### src/rtl/msr_move_pkg.sv
// Package: shared word type, operation codes and the MSB0 field masks
// of the state register. Assumes a 64-bit register with MSB0 numbering.
package msr_move_pkg;

    localparam int MSR_W = 64;
    localparam int OP_W  = 2;

    typedef logic [MSR_W-1:0] word_t;

    typedef enum logic [OP_W-1:0] {
        MV_IDLE = 2'd0,
        MV_TO32 = 2'd1,
        MV_TO64 = 2'd2,
        MV_FROM = 2'd3
    } mv_op_e;

    // Convert an MSB0 bit number to a vector index.
    function automatic int bidx(input int k);
        return MSR_W - 1 - k;
    endfunction

    // Build a mask covering MSB0 bits lo..hi inclusive.
    function automatic word_t span(input int lo, input int hi);
        word_t m;
        m = '0;
        for (int k = lo; k <= hi; k++) m[MSR_W-1-k] = 1'b1;
        return m;
    endfunction

    localparam int PR_POS = 49;
    localparam int TX_LO  = 29;
    localparam int TX_HI  = 31;
    localparam int TX_W   = TX_HI - TX_LO + 1;

    localparam logic [TX_W-1:0] TX_HOLD_OLD = 3'b010;
    localparam logic [TX_W-1:0] TX_HOLD_NEW = 3'b000;

    localparam word_t NARROW_COPY = span(32, 47) | span(49, 50) |
                                    span(52, 57) | span(60, 62);
    localparam word_t WIDE_COPY   = NARROW_COPY | span(0, 2) | span(4, 28);
    localparam word_t FORCE_SET   = span(48, 48) | span(58, 59);
    localparam word_t PARTIAL_SET = span(48, 48) | span(62, 62);
    localparam word_t TX_FIELD    = span(TX_LO, TX_HI);

endpackage

### src/rtl/msr_partial_upd.sv
// Partial write (L = 1): takes the two bits in PARTIAL_SET from the
// source operand and keeps every other bit of the old register.
// Purely combinational.
module msr_partial_upd
    import msr_move_pkg::*;
(
    input  word_t old_i,
    input  word_t src_i,
    output word_t nxt_o
);

    // Merge the partial-set bits from the source into the old value.
    always_comb begin
        nxt_o = (old_i & ~PARTIAL_SET) | (src_i & PARTIAL_SET);
    end

endmodule

### src/rtl/msr_tx_guard.sv
// Guarded update of the transactional-state field: the new field is
// the source field unless the old/new pair is the held combination.
// Purely combinational.
module msr_tx_guard
    import msr_move_pkg::*;
#(
    parameter int FIELD_W = TX_W
) (
    input  logic [FIELD_W-1:0] old_i,
    input  logic [FIELD_W-1:0] src_i,
    output logic [FIELD_W-1:0] nxt_o
);

    logic hold;

    // Detect the one pair of old/new values that leaves the field as it is.
    always_comb begin
        hold  = (old_i == FIELD_W'(TX_HOLD_OLD)) && (src_i == FIELD_W'(TX_HOLD_NEW));
        nxt_o = hold ? old_i : src_i;
    end

endmodule

### src/rtl/msr_full_upd.sv
// Full write (L = 0). WIDE_FORM selects the wide write (copy range
// includes the upper word, guarded transactional field) or the narrow
// write (upper word kept). In both forms the problem-state bit of the
// source forces the FORCE_SET bits on. Purely combinational.
module msr_full_upd
    import msr_move_pkg::*;
#(
    parameter bit WIDE_FORM = 1'b1
) (
    input  word_t old_i,
    input  word_t src_i,
    output word_t nxt_o
);

    localparam int PR_IDX = bidx(PR_POS);
    localparam int TX_MSB = bidx(TX_LO);
    localparam int TX_LSB = bidx(TX_HI);

    word_t copy_mask;
    word_t tx_mask;
    word_t tx_word;
    word_t forced;

    // Force bits: each is its source bit ORed with the problem-state bit.
    always_comb begin
        forced = (src_i | {MSR_W{src_i[PR_IDX]}}) & FORCE_SET;
    end

    generate
        if (WIDE_FORM) begin : g_wide
            logic [TX_W-1:0] tx_nxt;

            msr_tx_guard #(.FIELD_W(TX_W)) u_tx_guard (
                .old_i (old_i[TX_MSB:TX_LSB]),
                .src_i (src_i[TX_MSB:TX_LSB]),
                .nxt_o (tx_nxt)
            );

            // Place the guarded field into an otherwise empty word.
            always_comb begin
                tx_word                 = '0;
                tx_word[TX_MSB:TX_LSB]  = tx_nxt;
            end

            assign copy_mask = WIDE_COPY;
            assign tx_mask   = TX_FIELD;
        end else begin : g_narrow
            assign copy_mask = NARROW_COPY;
            assign tx_mask   = '0;
            assign tx_word   = '0;
        end
    endgenerate

    // Combine copied, forced, guarded and kept bits.
    always_comb begin
        nxt_o = (old_i & ~(copy_mask | FORCE_SET | tx_mask)) |
                (src_i & copy_mask) | forced | tx_word;
    end

endmodule

### src/rtl/msr_move_unit.sv
// Top: decodes the operation and the L field, picks one of the three
// update paths or the read path, and registers the result. Assumes
// synchronous active-low reset and one operation per cycle.
module msr_move_unit
    import msr_move_pkg::*;
(
    input  logic             clk,
    input  logic             rst_n,
    input  logic [OP_W-1:0]  op_i,
    input  logic             l_i,
    input  logic [MSR_W-1:0] msr_i,
    input  logic [MSR_W-1:0] rs_i,
    output logic [MSR_W-1:0] msr_o,
    output logic             msr_vld_o,
    output logic [MSR_W-1:0] gpr_o,
    output logic             gpr_vld_o
);

    word_t part_nxt;
    word_t full32_nxt;
    word_t full64_nxt;
    word_t msr_d;
    word_t gpr_d;
    logic  msr_vld_d;
    logic  gpr_vld_d;

    msr_partial_upd u_partial (
        .old_i (msr_i),
        .src_i (rs_i),
        .nxt_o (part_nxt)
    );

    msr_full_upd #(.WIDE_FORM(1'b0)) u_full_narrow (
        .old_i (msr_i),
        .src_i (rs_i),
        .nxt_o (full32_nxt)
    );

    msr_full_upd #(.WIDE_FORM(1'b1)) u_full_wide (
        .old_i (msr_i),
        .src_i (rs_i),
        .nxt_o (full64_nxt)
    );

    // Select the result and valid flags for the current operation.
    always_comb begin
        msr_d     = '0;
        gpr_d     = '0;
        msr_vld_d = 1'b0;
        gpr_vld_d = 1'b0;
        case (mv_op_e'(op_i))
            MV_TO32: begin
                msr_d     = l_i ? part_nxt : full32_nxt;
                msr_vld_d = 1'b1;
            end
            MV_TO64: begin
                msr_d     = l_i ? part_nxt : full64_nxt;
                msr_vld_d = 1'b1;
            end
            MV_FROM: begin
                gpr_d     = msr_i;
                gpr_vld_d = 1'b1;
            end
            default: begin
                msr_d     = '0;
            end
        endcase
    end

    // Output register with synchronous active-low reset.
    always_ff @(posedge clk) begin
        if (!rst_n) begin
            msr_o     <= '0;
            msr_vld_o <= 1'b0;
            gpr_o     <= '0;
            gpr_vld_o <= 1'b0;
        end else begin
            msr_o     <= msr_d;
            msr_vld_o <= msr_vld_d;
            gpr_o     <= gpr_d;
            gpr_vld_o <= gpr_vld_d;
        end
    end

endmodule

### config.mk
export PLATFORM = sky130hd
export DESIGN_NAME = msr_move_unit
export DESIGN_NICKNAME = d
export VERILOG_FILES = /design/src/rtl/msr_move_pkg.sv /design/src/rtl/msr_partial_upd.sv /design/src/rtl/msr_tx_guard.sv /design/src/rtl/msr_full_upd.sv /design/src/rtl/msr_move_unit.sv
export SDC_FILE = /design/constraint.sdc
export NUM_CORES = 1
export LEC_CHECK = 0
export BUFFER_PORTS_ARGS = -buffer_cell sky130_fd_sc_hd__buf_2
export CAP_MARGIN = 20
export CORE_AREA = 2 2 102 104
export CTS_CLUSTER_DIAMETER = 120
export DETAILED_ROUTE_END_ITERATION = 16
export DIE_AREA = 0 0 104 106
export MAX_ROUTING_LAYER = met4
export PLACE_DENSITY = 0.83
export SYNTH_ARGS = -nofsm -noshare
export SYNTH_HDL_FRONTEND = slang
export SYNTH_SLANG_ARGS = --single-unit
### constraint.sdc
create_clock -name clk -period 3.15 [get_ports clk]
set_input_delay 0.945 -clock clk [delete_from_list [all_inputs] [get_ports clk]]
set_output_delay 0.945 -clock clk [all_outputs]
set_load 0.01 [all_outputs]
=== Word level (Yosys, flattened, before mapping) ===
Index checks and enable logic that the tools add are counted.

* Equality and inequality tests: 4
* Muxes and demuxes: 6
* Bitwise operators: 7
* Reductions and logical operators: 4

{| class="wikitable"
|+ Operators with widths
! kind !! number
|-
| OR 64 x 16 -> 64 bit || 3
|-
| two-way mux 64 bit || 2
|-
| one-hot mux 64 bit (2 select lines) || 1
|-
| OR 61 x 64 -> 64 bit || 1
|-
| OR 64 x 32 -> 64 bit || 1
|-
| OR 64 x 35 -> 64 bit || 1
|-
| OR 16 bit || 1
|-
| == test 2 bit, second input constant || 2
|-
| == test 3 x 2 -> 1 bit, second input constant || 1
|-
| logical NOT 3 bit || 1
|-
| two-way mux 3 bit || 1
|-
| == test 2 x 1 -> 1 bit, second input constant || 1
|-
| two-way mux 1 bit || 2
|-
| AND reduction 2 bit || 1
|-
| OR reduction 2 bit || 1
|-
| logical AND 1 bit || 1
|}

* Register bits after elaboration: 130
* Output and inout port bits: 130
* Logic and storage cells: 25

=== Longest topological paths before layout ===
Gate-level depths: netlist of the first run.

* Depth after elaboration: 6
* Mapped depth: 7
* Mapped depth without buffers: 6

=== Modules after synthesis ===
A second synthesis of the first run with hierarchy kept.

* Cell total of the unflattened synthesis: 651
* Area, all modules: 6,555.0 um2

{| class="wikitable"
|+ Modules (own cells, without submodules)
! module !! instances !! cells an instance !! area an instance (um2)
|-
| msr_move_unit || 1 || 458 || 5,118.7
|-
| msr_partial_upd || 1 || 64 || 480.5
|-
| msr_full_upd (u_full_narrow) || 1 || 64 || 476.7
|-
| msr_full_upd (u_full_wide) || 1 || 61 || 454.2
|-
| msr_tx_guard || 1 || 4 || 25.0
|}

=== Worst setup path after synthesis of the first run ===
OpenSTA, ideal clock, no wires.

* Kind: input-to-reg
* Start: input port op_i[0]
* End: register msr_o[26]
* Library setup time: 0.117 ns
* Data arrival time: 1.783 ns
* Required time: 3.033 ns
* Path slack: 1.249 ns
* Cell stages on the path: 7
* Buffers on the path: 1
* Cells stage by stage: inv_1 -> ha_1 -> nand2b_1 -> inv_2 -> o21ai_2 -> buf_2 -> nor2_1

* Longest elaborated chain between the ends: 2
* Elaborated cells between the ends (all ways): 3

{| class="wikitable"
|+ RTL lines
! what !! RTL line !! text
|-
| from (decl) || msr_move_unit.sv:9 || <nowiki>input logic [OP_W-1:0] op_i,</nowiki>
|-
| == test 2 bit or == test 2 x 1 -> 1 bit (tied branches) || msr_move_unit.sv:51 || <nowiki>case (mv_op_e'(op_i))</nowiki>
|-
| one-hot mux 64 bit (2 select lines) * || msr_move_unit.sv:51 ||
|-
| to (signal assigned) || msr_move_unit.sv:78 || <nowiki>msr_o <= msr_d;</nowiki>
|-
| to (decl) || msr_move_unit.sv:13 || <nowiki>output logic [MSR_W-1:0] msr_o,</nowiki>
|}

Mark *: on every way between the ends. The rest lies on a longest branch, timed or not.
A chain may end at the register's enable or synchronous reset.

=== Worst setup path in the final report of the first run ===
* Start: input port op_i[0]
* End: register msr_o[30]

Same word-level chain as after synthesis.

==> flow_summary.toml, run 1 <==
[place]
place_congestion = 0.803
place_ws_ns = 0.689
place_hpwl_mm = 8.39
placed_cell_area_sq_um = 5550
portBuffers = 259
placedCellCount = 739

[power]
p_per_area_nw_per_um2 = 639
clockPowerShare = 0.471
internal-power_mw = 3.00
power_frac_seq = 0.438
swShare = 0.231
power.switching_mw = 0.901
power.leakage_nw = 3.33
peakVddDrop_v = 0.000371
combinationalPowerShare = 0.091
power_mw = 3.91

[synth]
synth_xor_area_frac = 0
ys_seq_area_frac = 0.614
syn_nets = 504
syn_area_per_cell_sq_um = 11.5
synth.distinct_cells = 23
synth_compound_area_frac = 0.0983
synth-seq-cells = 130
synth_mux_area_frac = 0.0590
synthCells = 368
synthSimpleGateAreaFrac = 0.165
synthAdderAreaFrac = 0.00885
synth_warnings = 0
syn_area_sq_um = 4240
synth_top_family_by_area = "simple AND/OR/NAND/NOR gates"

[worst_hold_path]
worstHoldPathType = "in -> reg"
hold_depth = 3

[finish]
mostFrequentLayoutCells = "buf_2, dfxtp_1, and3_1, nor2_1, a22oi_2"
final_common_cell = "buf_2"
area_growth_pct = 44.3
nFillCells = 840
fin_util = 0.612
drive_gt1_frac = 0.519
nets = 758
layout.cells.non_filler = 771
stdcell_area_sq_um = 6120

[global_route]
antenna_found_initial = 1
grt_overflow_total = 0
grt_pass1_vias = 3669
grt_pass1_wl_mm = 18.3
track_usage = 0.217
grt_max_degree = 66

[detailed_routing]
drtPass1Iterations = 4
route.detailed.drc = 0
vias_per_cell = 4.74
finalWirelength_mm = 11.9
dr_total_vias = 3653
ant_nets = 0
wl_per_cell_um = 15.5
drtIter0Drc = 131

[worst_setup_path]
cp_slowest_cell = "o21ai_2"
path_depth = 6
path_buf_inv = 3
required_ns = 3.51
path_cells = "buf_2 > inv_1 > ha_1 > o21ai_2 > buf_4 > nor2_1"
critical-path-top-delay-family = "buffers and inverters"
start_kind = "input port"
end_kind = "register"
worstPathArrival_ns = 2.30
critPathMaxFanout = 23
cpPeakStageDelay_ns = 0.49
critical_path_class = "in -> reg"

[clock_tree]
post_cts_buffers = 0
cts_tree = "yes"
cts_made_buffers = 17
h-tree-depth = 4
path_clk_slew_ns = 0.06
cts_hold_buf = 0
ctsRootBufferMaster = "clkbuf_8"
cts-resized-gates = 0
cts_sinks = 130
clk_path_buf_depth = 2

[timing]
setup_tns_ns = 0
post-route-period-util = 0.616
fin_hold_ws_ns = 0.682
max_freq_mhz = 515
slew_headroom = 0.601
worst_slack_ns = 1.21
slew_violations = 0
final_period_minus_worst_setup_slack_ns = 1.94
worstMarginPinSlew_ns = 0.598
setup_viol = 0
hold_violations = 0
rsz0062_at_grt = "no"

[floorplan]
core-area_sq_um = 10000
ios = 263
die_y_um = 106
fp.dieW_um = 104
initial_core_util = 0.424
fp-row-count = 37
die_area_sq_um = 11000

[status]
status = "completed"

[run]
max_cap_violations = 0
[synthesized netlist by cell type, drive strengths merged]
library cell	count	share of area
ha	3	0.0089
a21o	1	0.0018
a22oi	31	0.090
mux2i	25	0.059
o21ai	1	0.0021
nor4	1	0.0015
a21oi	2	0.0024
and2b	1	0.0024
o211ai	1	0.0018
nor2	62	0.055
and3	64	0.094
nor3	4	0.0047
nand2b	1	0.0015
dfxtp	130	0.61
clkbuf	12	0.011
inv	7	0.0062
buf	18	0.038
nor2b	3	0.0044
and2	1	0.0015
[power groups by stage]
stage / clock, mW / combinational [mW] / sequential, mW
floorplan: 0 / 0.155 / 1.78
global placement: 0 / 0.344 / 1.74
detailed placement: 0 / 0.355 / 1.75
CTS: 1.87 / 0.357 / 1.71
global route: 1.95 / 0.385 / 1.71
finish: 1.84 / 0.355 / 1.71
[flip-flops by register name, summed over array words and instances, names as in the netlist]
register,count
msr_vld_o,1
gpr_vld_o,1
gpr_o,64
msr_o,64
[cells by family after synthesis]
kind of cell,count (synthesis)
AO/OA/AOI/OAI,36
flip-flops,130
AND/OR/NAND/NOR,137
multiplexers,25
adder cells (fa/ha/maj),3
buffers and inverters,37
[worst min-delay path, cell delays in order]
cell and delay [ns]:
buf_2 0.07, mux2i_1 0.05, nor2_1 0.07
[metal layers]
metal  vias to the layer above  track usage  routed length, um  part of all wire
li1                       1761            -                  -                 -
met1                      1730        0.243               4900              0.41
met2                       151        0.377               6220              0.52
met3                        11       0.0540                658             0.055
met4                         0       0.0763                157             0.013
met5                         -            -                  0                 0
[final cells by class]
cell class | count | area [sq um] | share of cell area
repair buffers | 265 | 1340 | 0.219
well taps | 136 | 170 | 0.0278
flip-flops and latches | 130 | 2600 | 0.426
clock inverters | 12 | 134 | 0.0219
inverters | 7 | 26.3 | 0.00430
clock buffers | 19 | 432 | 0.0706
multi-input cells | 201 | 1410 | 0.230
diodes | 1 | 2.50 | 0.000409
[final timing paths]
check / start / to / slack [ns]
worst max-delay path: op_i[0] / msr_o[30] / 1.21
worst min-delay path: rs_i[6] / msr_o[6] / 0.68
Power figures use the tool's default switching activity.
==> inputs of run 2 (changes only) <==
CORE_AREA = default   (was 2 2 102 104)
CORE_MARGIN = 1   (was default)
CORE_UTILIZATION = 42   (was default)
DIE_AREA = default   (was 0 0 104 106)
PLACE_DENSITY = 0.82   (was 0.83)
clock period = 1.85 ns   (was 3.15 ns; I/O delays follow)
==> flow_summary.toml, run 2 (synthesis gave the netlist of run 1 again) <==
[status]
status = "completed"

[timing]
rsz0062_at_grt = "no"
setup_tns_ns = 0
slew_headroom = 0.612
final_period_minus_worst_setup_slack_ns = 1.56
post-route-period-util = 0.844
max_freq_mhz = 640
hold_violations = 0
setup_viol = 0
slew_violations = 0
fin_hold_ws_ns = 0.259
worstMarginPinSlew_ns = 0.576

[power]
peakVddDrop_v = 0.000510
p_per_area_nw_per_um2 = 1060
power.leakage_nw = 3.38
power_mw = 6.59

[floorplan]
fp-row-count = 36
initial_core_util = 0.434
ios = 263
fp.dieW_um = 102
core-area_sq_um = 9770
die_y_um = 102
die_area_sq_um = 10500

[detailed_routing]
vias_per_cell = 4.82
drtIter0Drc = 114
ant_nets = 0
finalWirelength_mm = 11.8
dr_total_vias = 3709
drtPass1Iterations = 4
wl_per_cell_um = 15.3
route.detailed.drc = 0

[worst_setup_path]
cp_slowest_cell = "dfxtp_1"
endpoint = "gpr_o[31]"
required_ns = 1.29
path_cells = "buf_2"
start_kind = "register"
critical_path_class = "reg -> out"
end_kind = "primary output"
cp-startpoint = "gpr_o[31]"
worstPathArrival_ns = 1.01
path_buf_inv = 1
critical-path-top-delay-family = "flip-flops"
critPathMaxFanout = 1
cpPeakStageDelay_ns = 0.36
path_depth = 1

[finish]
final_common_cell = "buf_2"
insertedDiodeCount = 0
reg_top3 = "gpr_o x64, msr_o x64"
nets = 762
layout.cells.non_filler = 769
mostFrequentLayoutCells = "buf_2, dfxtp_1, and3_1, nor2_1, a22oi_2"
area_growth_pct = 46.1
drive_gt1_frac = 0.519

[clock_tree]
cts_sinks = 130
path_clk_slew_ns = 0.05
clk_path_buf_depth = 2
cts_made_buffers = 17
ctsRootBufferMaster = "clkbuf_8"
cts_hold_buf = 0
cts-resized-gates = 0
h-tree-depth = 4
post_cts_buffers = 0
cts_tree = "yes"

[place]
placedCellCount = 740
place_congestion = 0.775
portBuffers = 259
place_hpwl_mm = 8.44

[worst_hold_path]
hold_start = "rs_i[15]"
worstHoldPathType = "in -> reg"

[global_route]
grt_max_degree = 66
grt_pass1_wl_mm = 17.6
track_usage = 0.232
antenna_found_initial = 0
grt_pass1_vias = 3611
grt_overflow_total = 0

[run]
max_cap_violations = 0
run 2: where the power goes:
| group | internal [mW] | switching (mW) | total, mW |
|---|---|---|---|
| Combinational | 0.300 | 0.333 | 0.632 |
| Sequential | 2.89 | 0.0213 | 2.91 |
| Clock | 1.93 | 1.12 | 3.05 |
run 2: stage by stage:
step	utilization	cell area, sq um	setup slack, ns
final	0.634	6190	0.288
after global routing	0.634	6190	0.241
after CTS	0.634	6190	0.289
after detailed placement	0.578	5650	0.0746
after global placement	0.578	5650	0.0999
after floorplan	-	4240	0.339
run 2: how the worst min path moves through the flow:
stage,endpoint,cells after the start
global placement,msr_o[15],3
detailed placement,msr_o[15],3
global route,msr_o[1],3
floorplan,msr_o[0],2
CTS,msr_o[15],3
finish,msr_o[15],3
run 2: final cells by class:
cell class / instances / area (sq um)
Clock buffer: 24 / 490
Clock inverter: 5 / 52.6
Fill cell: 814 / 3580
Inverter: 7 / 26.3
Multi-Input combinational cell: 201 / 1410
Sequential cell: 130 / 2600
Tap cell: 133 / 166
Timing Repair Buffer: 269 / 1450
run 2: routing by layer:
layer / GRT usage / vias to the layer above / part of all wire
li1: - / 1766 / -
met1: 0.251 / 1741 / 0.40
met2: 0.382 / 169 / 0.50
met3: 0.0752 / 33 / 0.065
met4: 0.112 / 0 / 0.031
met5: - / - / 0
==> inputs of run 3 (changes only) <==
clock period = 1.6 ns   (was 1.85 ns; I/O delays follow)
==> flow_summary.toml, run 3 (synthesis gave the netlist of run 1 again) <==
[worst_setup_path]
critical-path-top-delay-family = "flip-flops"
path_depth = 1
start_kind = "register"
path_cells = "buf_2"
path_buf_inv = 1
worstPathArrival_ns = 0.98
cp_slowest_cell = "dfxtp_1"
critical_path_class = "reg -> out"
cpPeakStageDelay_ns = 0.35
critPathMaxFanout = 1
required_ns = 1.12
end_kind = "primary output"

[clock_tree]
cts_sinks = 130
cts_hold_buf = 0
h-tree-depth = 4
clk_path_buf_depth = 2
cts-resized-gates = 0
cts_tree = "yes"
post_cts_buffers = 0
path_clk_slew_ns = 0.06
ctsRootBufferMaster = "clkbuf_8"
cts_made_buffers = 17

[power]
clockPowerShare = 0.506
peakVddDrop_v = 0.000719
p_per_area_nw_per_um2 = 1310
swShare = 0.216
power.switching_mw = 1.80
internal-power_mw = 6.52
power.leakage_nw = 3.47
power_frac_seq = 0.405
power_mw = 8.32
combinationalPowerShare = 0.090

[place]
place_hpwl_mm = 8.43
placedCellCount = 748
portBuffers = 259
place_congestion = 0.775

[finish]
mostFrequentLayoutCells = "buf_2, dfxtp_1, and3_1, nor2_1, a22oi_2"
multiInputGateArea_sq_um = 1410
drive_gt1_frac = 0.530
register_area_sq_um = 2600
nFillCells = 804
area_growth_pct = 50.2
final_common_cell = "buf_2"
layout.cells.non_filler = 780
nets = 770
reg_top3 = "gpr_o x64, msr_o x64"
insertedDiodeCount = 0

[worst_hold_path]
hold_depth = 3
worstHoldPathType = "in -> reg"

[detailed_routing]
wl_per_cell_um = 15.0
ant_nets = 0
vias_per_cell = 4.71
dr_total_vias = 3676
drtPass1Iterations = 4
drtIter0Drc = 98
finalWirelength_mm = 11.7
route.detailed.drc = 0

[status]
status = "completed"

[run]
max_cap_violations = 0

[timing]
hold_violations = 0
slew_headroom = 0.721
slew_violations = 0
max_freq_mhz = 683
final_period_minus_worst_setup_slack_ns = 1.46
worstMarginPinSlew_ns = 0.418
rsz0062_at_grt = "no"
setup_viol = 0
post-route-period-util = 0.915

[floorplan]
initial_core_util = 0.434
die_y_um = 102
core-area_sq_um = 9770
die_area_sq_um = 10500
fp.dieW_um = 102
ios = 263
fp-row-count = 36

[global_route]
grt_overflow_total = 0
grt_pass1_vias = 3761
track_usage = 0.232
grt_pass1_wl_mm = 17.7
antenna_found_initial = 0
grt_max_degree = 66
==> run 3: per-layer routing <==
layer  routed length (um)  GRT usage  vias to the layer above
met1                 4720      0.254                     1709
li1                     -          -                     1784
met3                  656     0.0636                       22
met4                  240     0.0989                        0
met2                 6080      0.395                      161
met5                    0          -                        -
==> run 3: final cells by class <==
class / instances / area share
flip-flops and latches: 130 / 0.409
repair buffers: 277 / 0.237
multi-input cells: 201 / 0.221
clock buffers: 20 / 0.0715
clock inverters: 12 / 0.0316
well taps: 133 / 0.0261
inverters: 7 / 0.00413
==> run 3: power by group through the flow <==
stage | Sequential (mW) | Clock, mW | Combinational (mW)
after floorplan | 3.50 | 0 | 0.306
after global placement | 3.43 | 0 | 0.726
after detailed placement | 3.44 | 0 | 0.748
after CTS | 3.37 | 4.27 | 0.751
after global routing | 3.38 | 4.45 | 0.813
final | 3.37 | 4.21 | 0.745
==> run 3: through the flow <==
stage	TNS, ns	setup slack [ns]	utilization	cell area [sq um]	hold WS, ns
2_1_floorplan	0	0.164	-	4240	0.592
3_3_place_gp	-0.223	-0.0285	0.584	5710	0.694
3_5_place_dp	-2.05	-0.112	0.584	5710	0.705
4_1_cts	0	0.107	0.651	6370	0.175
5_1_grt	0	0.0793	0.651	6370	0.187
6_report	0	0.135	0.651	6370	0.200
==> run 3: final timing paths <==
check	from	end	slack, ns
setup / recovery	gpr_o[53]	gpr_o[53]	0.14
hold / removal	rs_i[1]	msr_o[1]	0.20
